## config.mk

```make
export PLATFORM = sky130hd
export DESIGN_NAME = pcie_cfgwin_decoder
export DESIGN_NICKNAME = d
export VERILOG_FILES = /design/src/rtl/cfgwin_pkg.sv /design/src/rtl/cfgwin_reg.sv /design/src/rtl/cfgwin_ctrl.sv /design/src/rtl/cfgwin_hit.sv /design/src/rtl/pcie_cfgwin_decoder.sv
export SDC_FILE = /design/constraint.sdc
export NUM_CORES = 1
export LEC_CHECK = 0
export BUFFER_PORTS_ARGS = -buffer_cell sky130_fd_sc_hd__buf_2
export CORE_MARGIN = 2
export CORE_UTILIZATION = 35
export DETAILED_ROUTE_END_ITERATION = 7
export PLACE_DENSITY_LB_ADDON = 0.1
export SLEW_MARGIN = 10
export SYNTH_ARGS = -nofsm -noshare
export SYNTH_HDL_FRONTEND = slang
export SYNTH_SLANG_ARGS = --single-unit
```

## constraint.sdc

```tcl
create_clock -name clk -period 6.4 [get_ports clk]
set_input_delay 0.96 -clock clk [delete_from_list [all_inputs] [get_ports clk]]
set_output_delay 0.96 -clock clk [all_outputs]
set_load 0.005 [all_outputs]
```

## src/rtl/cfgwin_pkg.sv

```systemverilog
package cfgwin_pkg;

    // Size selector codes (register bits 2:1)
    typedef enum logic [1:0] {
        SEL_256M = 2'd0,
        SEL_128M = 2'd1,
        SEL_64M  = 2'd2,
        SEL_RSVD = 2'd3
    } win_sel_e;

    typedef enum logic {
        ST_IDLE   = 1'b0,
        ST_UPDATE = 1'b1
    } upd_state_e;

    localparam int EN_BIT  = 0;
    localparam int SEL_LSB = 1;

endpackage

```

## src/rtl/cfgwin_reg.sv

```systemverilog
module cfgwin_reg #(
    parameter int                  DW        = 32,
    parameter int                  NDW       = 2,
    parameter logic [7:0]          OFFSET    = 8'h60,
    parameter logic [DW*NDW-1:0]   RESET_VAL = '0
) (
    input  logic                 clk,
    input  logic                 rst_n,
    input  logic                 wr_en,
    input  logic [7:0]           wr_addr,
    input  logic [DW/8-1:0]      wr_be,
    input  logic [DW-1:0]        wr_data,
    output logic [DW*NDW-1:0]    reg_q,
    output logic                 wr_hit
);
    localparam int BPD = DW / 8;
    localparam int LSB = $clog2(BPD);
    localparam int IW  = 8 - LSB;

    logic [NDW-1:0] dw_sel;

    for (genvar d = 0; d < NDW; d++) begin : g_sel
        assign dw_sel[d] = wr_en && (wr_addr[7:LSB] == (OFFSET[7:LSB] + IW'(d)));
    end

    logic unused_lsb;
    assign unused_lsb = ^wr_addr[LSB-1:0];

    always_ff @(posedge clk or negedge rst_n) begin
        if (!rst_n) begin
            reg_q <= RESET_VAL;
        end else begin
            for (int d = 0; d < NDW; d++) begin
                for (int b = 0; b < BPD; b++) begin
                    if (dw_sel[d] && wr_be[b])
                        reg_q[(d*BPD + b)*8 +: 8] <= wr_data[b*8 +: 8];
                end
            end
        end
    end

    assign wr_hit = (|dw_sel) && (|wr_be);

endmodule

```

## src/rtl/cfgwin_ctrl.sv

```systemverilog
module cfgwin_ctrl
    import cfgwin_pkg::*;
#(
    parameter int          PA_W         = 40,
    parameter int          MAX_LEN_LOG2 = 28,
    parameter logic [63:0] RESET_BASE   = 64'h0000_0000_B000_0000
) (
    input  logic            clk,
    input  logic            rst_n,
    input  logic            upd_req,
    input  logic [PA_W-1:0] reg_q,
    output logic            win_enable,
    output logic [PA_W-1:0] win_base,
    output logic [PA_W-1:0] win_length,
    output logic [PA_W-1:0] hole_start,
    output logic            len_err
);
    localparam logic [PA_W-1:0] ONE      = PA_W'(1);
    localparam logic [PA_W-1:0] RST_LEN  = ONE << (MAX_LEN_LOG2 - int'(RESET_BASE[SEL_LSB +: 2]));
    localparam logic [PA_W-1:0] RST_ADDR = RESET_BASE[PA_W-1:0] & ~(RST_LEN - ONE);
    localparam logic            RST_EN   = RESET_BASE[EN_BIT];
    localparam logic [PA_W-1:0] RST_HOLE = RST_EN ? (RST_ADDR + RST_LEN) : RST_ADDR;

    upd_state_e state_q, state_d;

    // State register
    always_ff @(posedge clk or negedge rst_n) begin
        if (!rst_n) state_q <= ST_IDLE;
        else        state_q <= state_d;
    end

    // Transitions: idle_to_update, update_hold, update_to_idle
    always_comb begin
        state_d = state_q;
        unique case (state_q)
            ST_IDLE:   if (upd_req) state_d = ST_UPDATE;
            ST_UPDATE: state_d = upd_req ? ST_UPDATE : ST_IDLE;
            default:   state_d = ST_IDLE;
        endcase
    end

    // Candidate decode from the stored register
    win_sel_e        sel_w;
    logic            en_w;
    logic [PA_W-1:0] len_w;
    logic [PA_W-1:0] base_w;

    assign sel_w = win_sel_e'(reg_q[SEL_LSB +: 2]);
    assign en_w  = reg_q[EN_BIT];

    always_comb begin
        unique case (sel_w)
            SEL_256M: len_w = ONE << MAX_LEN_LOG2;
            SEL_128M: len_w = ONE << (MAX_LEN_LOG2 - 1);
            SEL_64M:  len_w = ONE << (MAX_LEN_LOG2 - 2);
            default:  len_w = win_length;
        endcase
    end

    assign base_w = reg_q & ~(len_w - ONE);

    logic unused_mid;
    assign unused_mid = ^reg_q[MAX_LEN_LOG2-3:SEL_LSB+2];

    // Output registers, loaded in ST_UPDATE
    always_ff @(posedge clk or negedge rst_n) begin
        if (!rst_n) begin
            win_enable <= RST_EN;
            win_base   <= RST_ADDR;
            win_length <= RST_LEN;
            hole_start <= RST_HOLE;
            len_err    <= 1'b0;
        end else if (state_q == ST_UPDATE) begin
            if (sel_w == SEL_RSVD) begin
                len_err <= 1'b1;
            end else begin
                win_enable <= en_w;
                win_base   <= base_w;
                win_length <= len_w;
                hole_start <= en_w ? (base_w + len_w) : RST_ADDR;
            end
        end
    end

endmodule

```

## src/rtl/cfgwin_hit.sv

```systemverilog
module cfgwin_hit #(
    parameter int PA_W = 40
) (
    input  logic            en,
    input  logic [PA_W-1:0] base,
    input  logic [PA_W-1:0] len,
    input  logic [PA_W-1:0] probe,
    output logic            hit
);
    logic [PA_W:0] end_x;

    assign end_x = {1'b0, base} + {1'b0, len};
    assign hit   = en && (probe >= base) && ({1'b0, probe} < end_x);

endmodule

```

## src/rtl/pcie_cfgwin_decoder.sv

```systemverilog
module pcie_cfgwin_decoder
    import cfgwin_pkg::*;
#(
    parameter int          PA_W         = 40,
    parameter int          MAX_LEN_LOG2 = 28,
    parameter logic [7:0]  CFG_OFFSET   = 8'h60,
    parameter logic [63:0] RESET_BASE   = 64'h0000_0000_B000_0000
) (
    input  logic            clk,
    input  logic            rst_n,
    input  logic            cfg_wr_en,
    input  logic [7:0]      cfg_wr_addr,
    input  logic [3:0]      cfg_wr_be,
    input  logic [31:0]     cfg_wr_data,
    input  logic [PA_W-1:0] probe_addr,
    output logic            win_enable,
    output logic [PA_W-1:0] win_base,
    output logic [PA_W-1:0] win_length,
    output logic [PA_W-1:0] hole_start,
    output logic            win_hit,
    output logic            len_err
);
    localparam int DW    = 32;
    localparam int NDW   = 2;
    localparam int REG_W = DW * NDW;

    logic [REG_W-1:0] reg_q;
    logic             wr_hit;

    cfgwin_reg #(
        .DW(DW), .NDW(NDW), .OFFSET(CFG_OFFSET), .RESET_VAL(RESET_BASE)
    ) reg_i (
        .clk(clk), .rst_n(rst_n),
        .wr_en(cfg_wr_en), .wr_addr(cfg_wr_addr), .wr_be(cfg_wr_be), .wr_data(cfg_wr_data),
        .reg_q(reg_q), .wr_hit(wr_hit)
    );

    if (PA_W < REG_W) begin : g_unused
        logic unused_hi;
        assign unused_hi = ^reg_q[REG_W-1:PA_W];
    end

    cfgwin_ctrl #(
        .PA_W(PA_W), .MAX_LEN_LOG2(MAX_LEN_LOG2), .RESET_BASE(RESET_BASE)
    ) ctrl_i (
        .clk(clk), .rst_n(rst_n), .upd_req(wr_hit), .reg_q(reg_q[PA_W-1:0]),
        .win_enable(win_enable), .win_base(win_base), .win_length(win_length),
        .hole_start(hole_start), .len_err(len_err)
    );

    cfgwin_hit #(
        .PA_W(PA_W)
    ) hit_i (
        .en(win_enable), .base(win_base), .len(win_length), .probe(probe_addr), .hit(win_hit)
    );

endmodule

```

Word-level counts from Yosys, hierarchy flattened
Cells that the tools add are included.

word-level totals
  logic and storage cells = 42
  output and inout port bits = 123
  register bits after elaboration = 163

operators by class
  muxes and demuxes = 3
  reductions and logical operators = 15
  add/sub/neg operators = 3
  eq/ne operators = 5
  $lt $le $gt $ge = 2
  bitwise logic cells = 3

operators with widths
  operator                                                                count
  40-bit one-hot mux with 3 select lines                                  1
  40-bit by 40-bit adder with 41-bit output                               1
  40-bit by 41-bit less-than comparator with 1-bit output                 1
  40-bit adder                                                            1
  40-bit bitwise AND                                                      1
  40-bit >= comparator                                                    1
  40-bit two-way mux                                                      1
  40-bit NOT                                                              1
  40-bit by 1-bit subtractor with 40-bit output (second input constant)   1
  6-bit by 5-bit equality test with 1-bit output (second input constant)  2
  1-bit logical AND                                                       10
  2-bit equality test (second input constant)                             2
  2-bit AND reduction                                                     2
  4-bit OR reduction                                                      1
  2-bit by 1-bit equality test with 1-bit output (second input constant)  1
  2-bit zero test                                                         1
  2-bit OR reduction                                                      1
  1-bit two-way mux                                                       1
  1-bit NOT                                                               1

Longest topological paths before layout
  word-level depth = 7
  gate-level depth with buffers = 26
  gate-level depth less buffers = 24

Cells and area by module
From an unflattened synthesis, not the netlist that was laid out.

unflattened totals
  cell total of the unflattened synthesis = 1574
  area, all modules = 14482.6 um2

by module, submodules not included
  module       area each (um2)  cells an instance  instances
  cfgwin_ctrl  7757.4           877                1
  cfgwin_hit   3978.8           546                1
  cfgwin_reg   2746.4           151                1

Least setup slack after synthesis
No wires, ideal clock.

  path type = reg-to-output
  start = register ctrl_i.win_length[0]
  end = output port win_hit
  setup slack = 918 ps
  required time = 5440 ps
  path buffers = 0
  cell stages (with the launch flop) = 23
  arrival time = 4522 ps
  cell sequence = dfrtp_1 ha_1 inv_1 fa_1 nor2b_1 o21ai_0 a21o_1 and3_1 o31a_1 o31ai_1 o21ai_0 o31a_1 o21bai_1 a21oi_1 xnor2_1 ha_1 a21o_1 a21o_1 a21oi_1 nand2_1 a2111oi_0 a2111o_1 o311a_1

on the way
  word-level cells in the longest chain between the ends = 3

ends and longest elaborated chain
  what                                                     line                       text
  start: declaration                                       cfgwin_ctrl.sv:14          output logic [PA_W-1:0] win_length,
  start signal: assignment                                 cfgwin_ctrl.sv:79          win_length <= len_w;
  40-bit by 40-bit adder with 41-bit output                cfgwin_hit.sv:12           assign end_x = {1'b0, base} + {1'b0, len};
  40-bit by 41-bit less-than comparator with 1-bit output  cfgwin_hit.sv:13           assign hit = en && (probe >= base) && ({1'b0, probe} < end_x);
  1-bit logical AND                                        cfgwin_hit.sv:13
  end: declaration                                         pcie_cfgwin_decoder.sv:20  output logic win_hit,

No other way between the ends.

Worst setup path in the final report
Same ends and word-level chain as after synthesis.

==> flow_summary.ini <==
[placed_design]
portBuffers = 207
finalWeightedCongestion = 0.868
dp_hpwl_um = 33100
place_inst = 2137
dpl-instance-area_um2 = 14600

[synthesis]
synth_xor_xnor_area_share = 0.0393
synthCells = 1481
synth-adder-area-share = 0.129
synthesis.nets = 1700
yosys_warnings = 0
yosysSeqAreaShare = 0.317
synth_edf_count = 0
syn_area_um2 = 12900
synth_top_family_by_area = simple AND/OR/NAND/NOR gates
synth.ff_latch_count = 163
synth-compound-area-share = 0.210
synth_mux_area_frac = 0.0372
synth-main-ff-cell = dfrtp_1
syn_avg_cell_area_um2 = 8.73
synthSimpleGateAreaFrac = 0.228
synthArstFlopShare = 1.00
ys_types = 94

[global_route]
grt_util_met1 = 0.311
grt_use_total = 0.223
grt_overflow = 0
grtUsageMet2 = 0.364
grt_max_degree = 94
first_global_vias = 11517
use_met3 = 0.0334
antenna_found_initial = 0
grt_pass1_wl_um = 66400
grt_busiest_layer = met2

[pwr]
combPwrFrac = 0.141
ir_drop_mv = 0.142
p_leak_nw = 7.49
clkPwrFrac = 0.409
p_sw_frac = 0.289
pwr-share-seq = 0.449
power.total_mw = 2.50
p_switching_mw = 0.721
power_density_nw_per_um2 = 164
power.internal_mw = 1.78

[final_layout]
area_delta_synth_final_pct = 17.9
fin_area_um2 = 15200
mostFrequentLayoutCells = 206 x buf_2, 153 x dfrtp_1, 139 x nand2_1
final_util = 0.417
layout_commonest_cell = buf_2
drive_gt1_frac = 0.226
final_nets = 1912
seq_area_um2 = 4090
fillers = 3643
multiInputGateArea_um2 = 8390
diodes = 0
fin_cells = 2174

[timing]
tightestPinTransition_ps = 994
timing.final.crit_share = 0.957
slew_violations = 0
max-slew-margin-rel = 0.335
max_freq_mhz = 163
hold_slack_ps = 453
post-route-min-period_ps = 6130
fin_skew_ps = 14.0
finalSetupViolations = 0
hold_violations = 0

[setup_path]
required_ps = 5440
slowest_stage = dfrtp_1
cp_common_cell = a21o_1
cp.arrival_ps = 5170
timing.critical_path.to_type = primary output
critPathMaxStageDelay_ps = 360
startpoint_type = register
path_max_fanout = 2
crit_type = reg2out
crit_chain = ha_2 -> inv_1 -> fa_2 -> nor2b_2 -> o21ai_1 -> a21o_1 -> and3_4 -> o31a_1 -> o31ai_1 -> buf_4 -> o21ai_1 -> o31a_1 -> o21bai_1 -> a21oi_1 -> xnor2_1 -> ha_1 -> a21o_1 -> a21o_1 -> a21oi_2 -> nand2_2 -> a2111oi_4 -> a2111o_1 -> o311a_1 -> buf_2

[clock_network]
cts_tree = yes
cts.sinks = 163
ctsLongestPathBuffers = 2
postCtsHoldBufs = 0
clock_latency_ps = 450
cts_buffers = 17
clk_pin_slew_ps = 70
htree_levels = 4
root_buffer = clkbuf_16

[run_status]
violations = DRC
status = finished, violations left

[hold_path]
min_path_type = reg2reg

[routing]
first_pass_iters = 8
route.detailed.drc = 2
vias = 11824
drtIter0Drc = 807
drtAntennaViolNets = 0
wirelength_um = 42800
wire_per_inst_um = 19.7
via_per_inst = 5.44

[floorplan]
core-area_um2 = 36500
initial_core_util = 0.354
num_rows = 70
die_y_um = 196
dieArea_um2 = 38500
die_w_um = 196
io_pins = 210

[job]
max_cap_violations = 0
==> area by class of cell <==
| type | instances | area share |
|---|---|---|
| clock inverters | 12 | 0.00797 |
| well taps | 468 | 0.0384 |
| multi-input cells | 1192 | 0.551 |
| flip-flops and latches | 163 | 0.269 |
| repair buffers | 243 | 0.0862 |
| clock buffers | 20 | 0.0293 |
| inverters | 76 | 0.0187 |
==> stage by stage <==
step,setup slack (ps),TNS (ps)
CTS,35.5,0
global placement,317,0
floorplan,918,0
finish,274,0
global route,-12.1,-12.1
detailed placement,276,0
==> cells in the mapped netlist (11+ instances only) <==
cell      instances  area, um2
dfrtp_1         153       3830
nand2_1         141        529
ha_1            130       1630
nor2_1          117        439
o21ai_0         102        510
a21oi_1          87        435
inv_1            76        285
and2_1           63        394
a21o_1           48        360
nand3_1          46        230
mux2_2           40        450
xnor2_1          35        307
nand4_1          31        194
clkbuf_1         29        109
nand2b_1         24        150
and3_1           23        144
xor2_1           23        201
nor2b_1          22        138
nor3_1           21        105
a31oi_1          18        113
nor4_1           16        100
o31ai_1          15        113
buf_2            13       65.1
o21bai_1         11       82.6
==> power by group through the flow <==
stage / Clock [mW] / Sequential, mW / Combinational, mW
after detailed placement: 0 / 1.14 / 0.349
after global routing: 1.10 / 1.13 / 0.401
final: 1.02 / 1.12 / 0.353
after floorplan: 0 / 1.12 / 0.216
after CTS: 1.05 / 1.12 / 0.353
after global placement: 0 / 1.14 / 0.345
==> metal layers <==
layer  up-vias  routed length (um)
li1       5825                   -
met1      5700               20700
met2       266               19900
met3        33                1680
met4         0                 459
met5         -                   0
==> sequential cells by signal, indices dropped and copies added (netlist names) <==
signal,flops
reg_i.reg_q,40
ctrl_i.win_enable,1
ctrl_i.win_length,40
ctrl_i.hole_start,40
ctrl_i.len_err,1
ctrl_i.state_q,1
ctrl_i.win_base,40
==> worst max-delay path: cells and delay by family, from the launching register on <==
kind	cells	cell delay (ps)
AND/OR/NAND/NOR	3	410
XOR/XNOR	1	200
AO/OA/AOI/OAI	14	2620
adder cells (fa/ha/maj)	3	800
buffers and inverters	3	330
flip-flops	1	360
==> kinds of logic after synthesis <==
| logic type | count (synthesis) |
|---|---|
| xor gates and xnor gates | 58 |
| AOI/OAI and AO/OA | 398 |
| buffers and inverters | 126 |
| adders and majority gates | 132 |
| DFF | 163 |
| and+or+nand+nor | 561 |
| muxes | 43 |
==> final timing paths <==
check	start	endpoint	slack, ps	depth (start not counted)
max in group asynchronous	rst_n	ctrl_i.win_base[11]$_DFFE_PN0P_	4570	2
min reg2reg	ctrl_i.len_err$_DFFE_PN0P_	ctrl_i.len_err$_DFFE_PN0P_	450	1
max reg2reg	reg_i.reg_q[2]$_DFFE_PN0P_	ctrl_i.hole_start[39]$_DFFE_PN0P_	1490	19
min	ctrl_i.len_err$_DFFE_PN0P_	ctrl_i.len_err$_DFFE_PN0P_	450	1
max	ctrl_i.win_length[0]$_DFFE_PN0P_	win_hit	270	24
min in group asynchronous	rst_n	ctrl_i.win_length[39]$_DFFE_PN0P_	560	1
==> what timing repair did <==
item	CTS	global route
hold endpoints to repair	0	0
endpoints found under the setup margin	1	1
pin swaps	0	12
setup buffers	1	4
resized for setup	7	14
No activity file was read; power rests on OpenSTA's default activity.
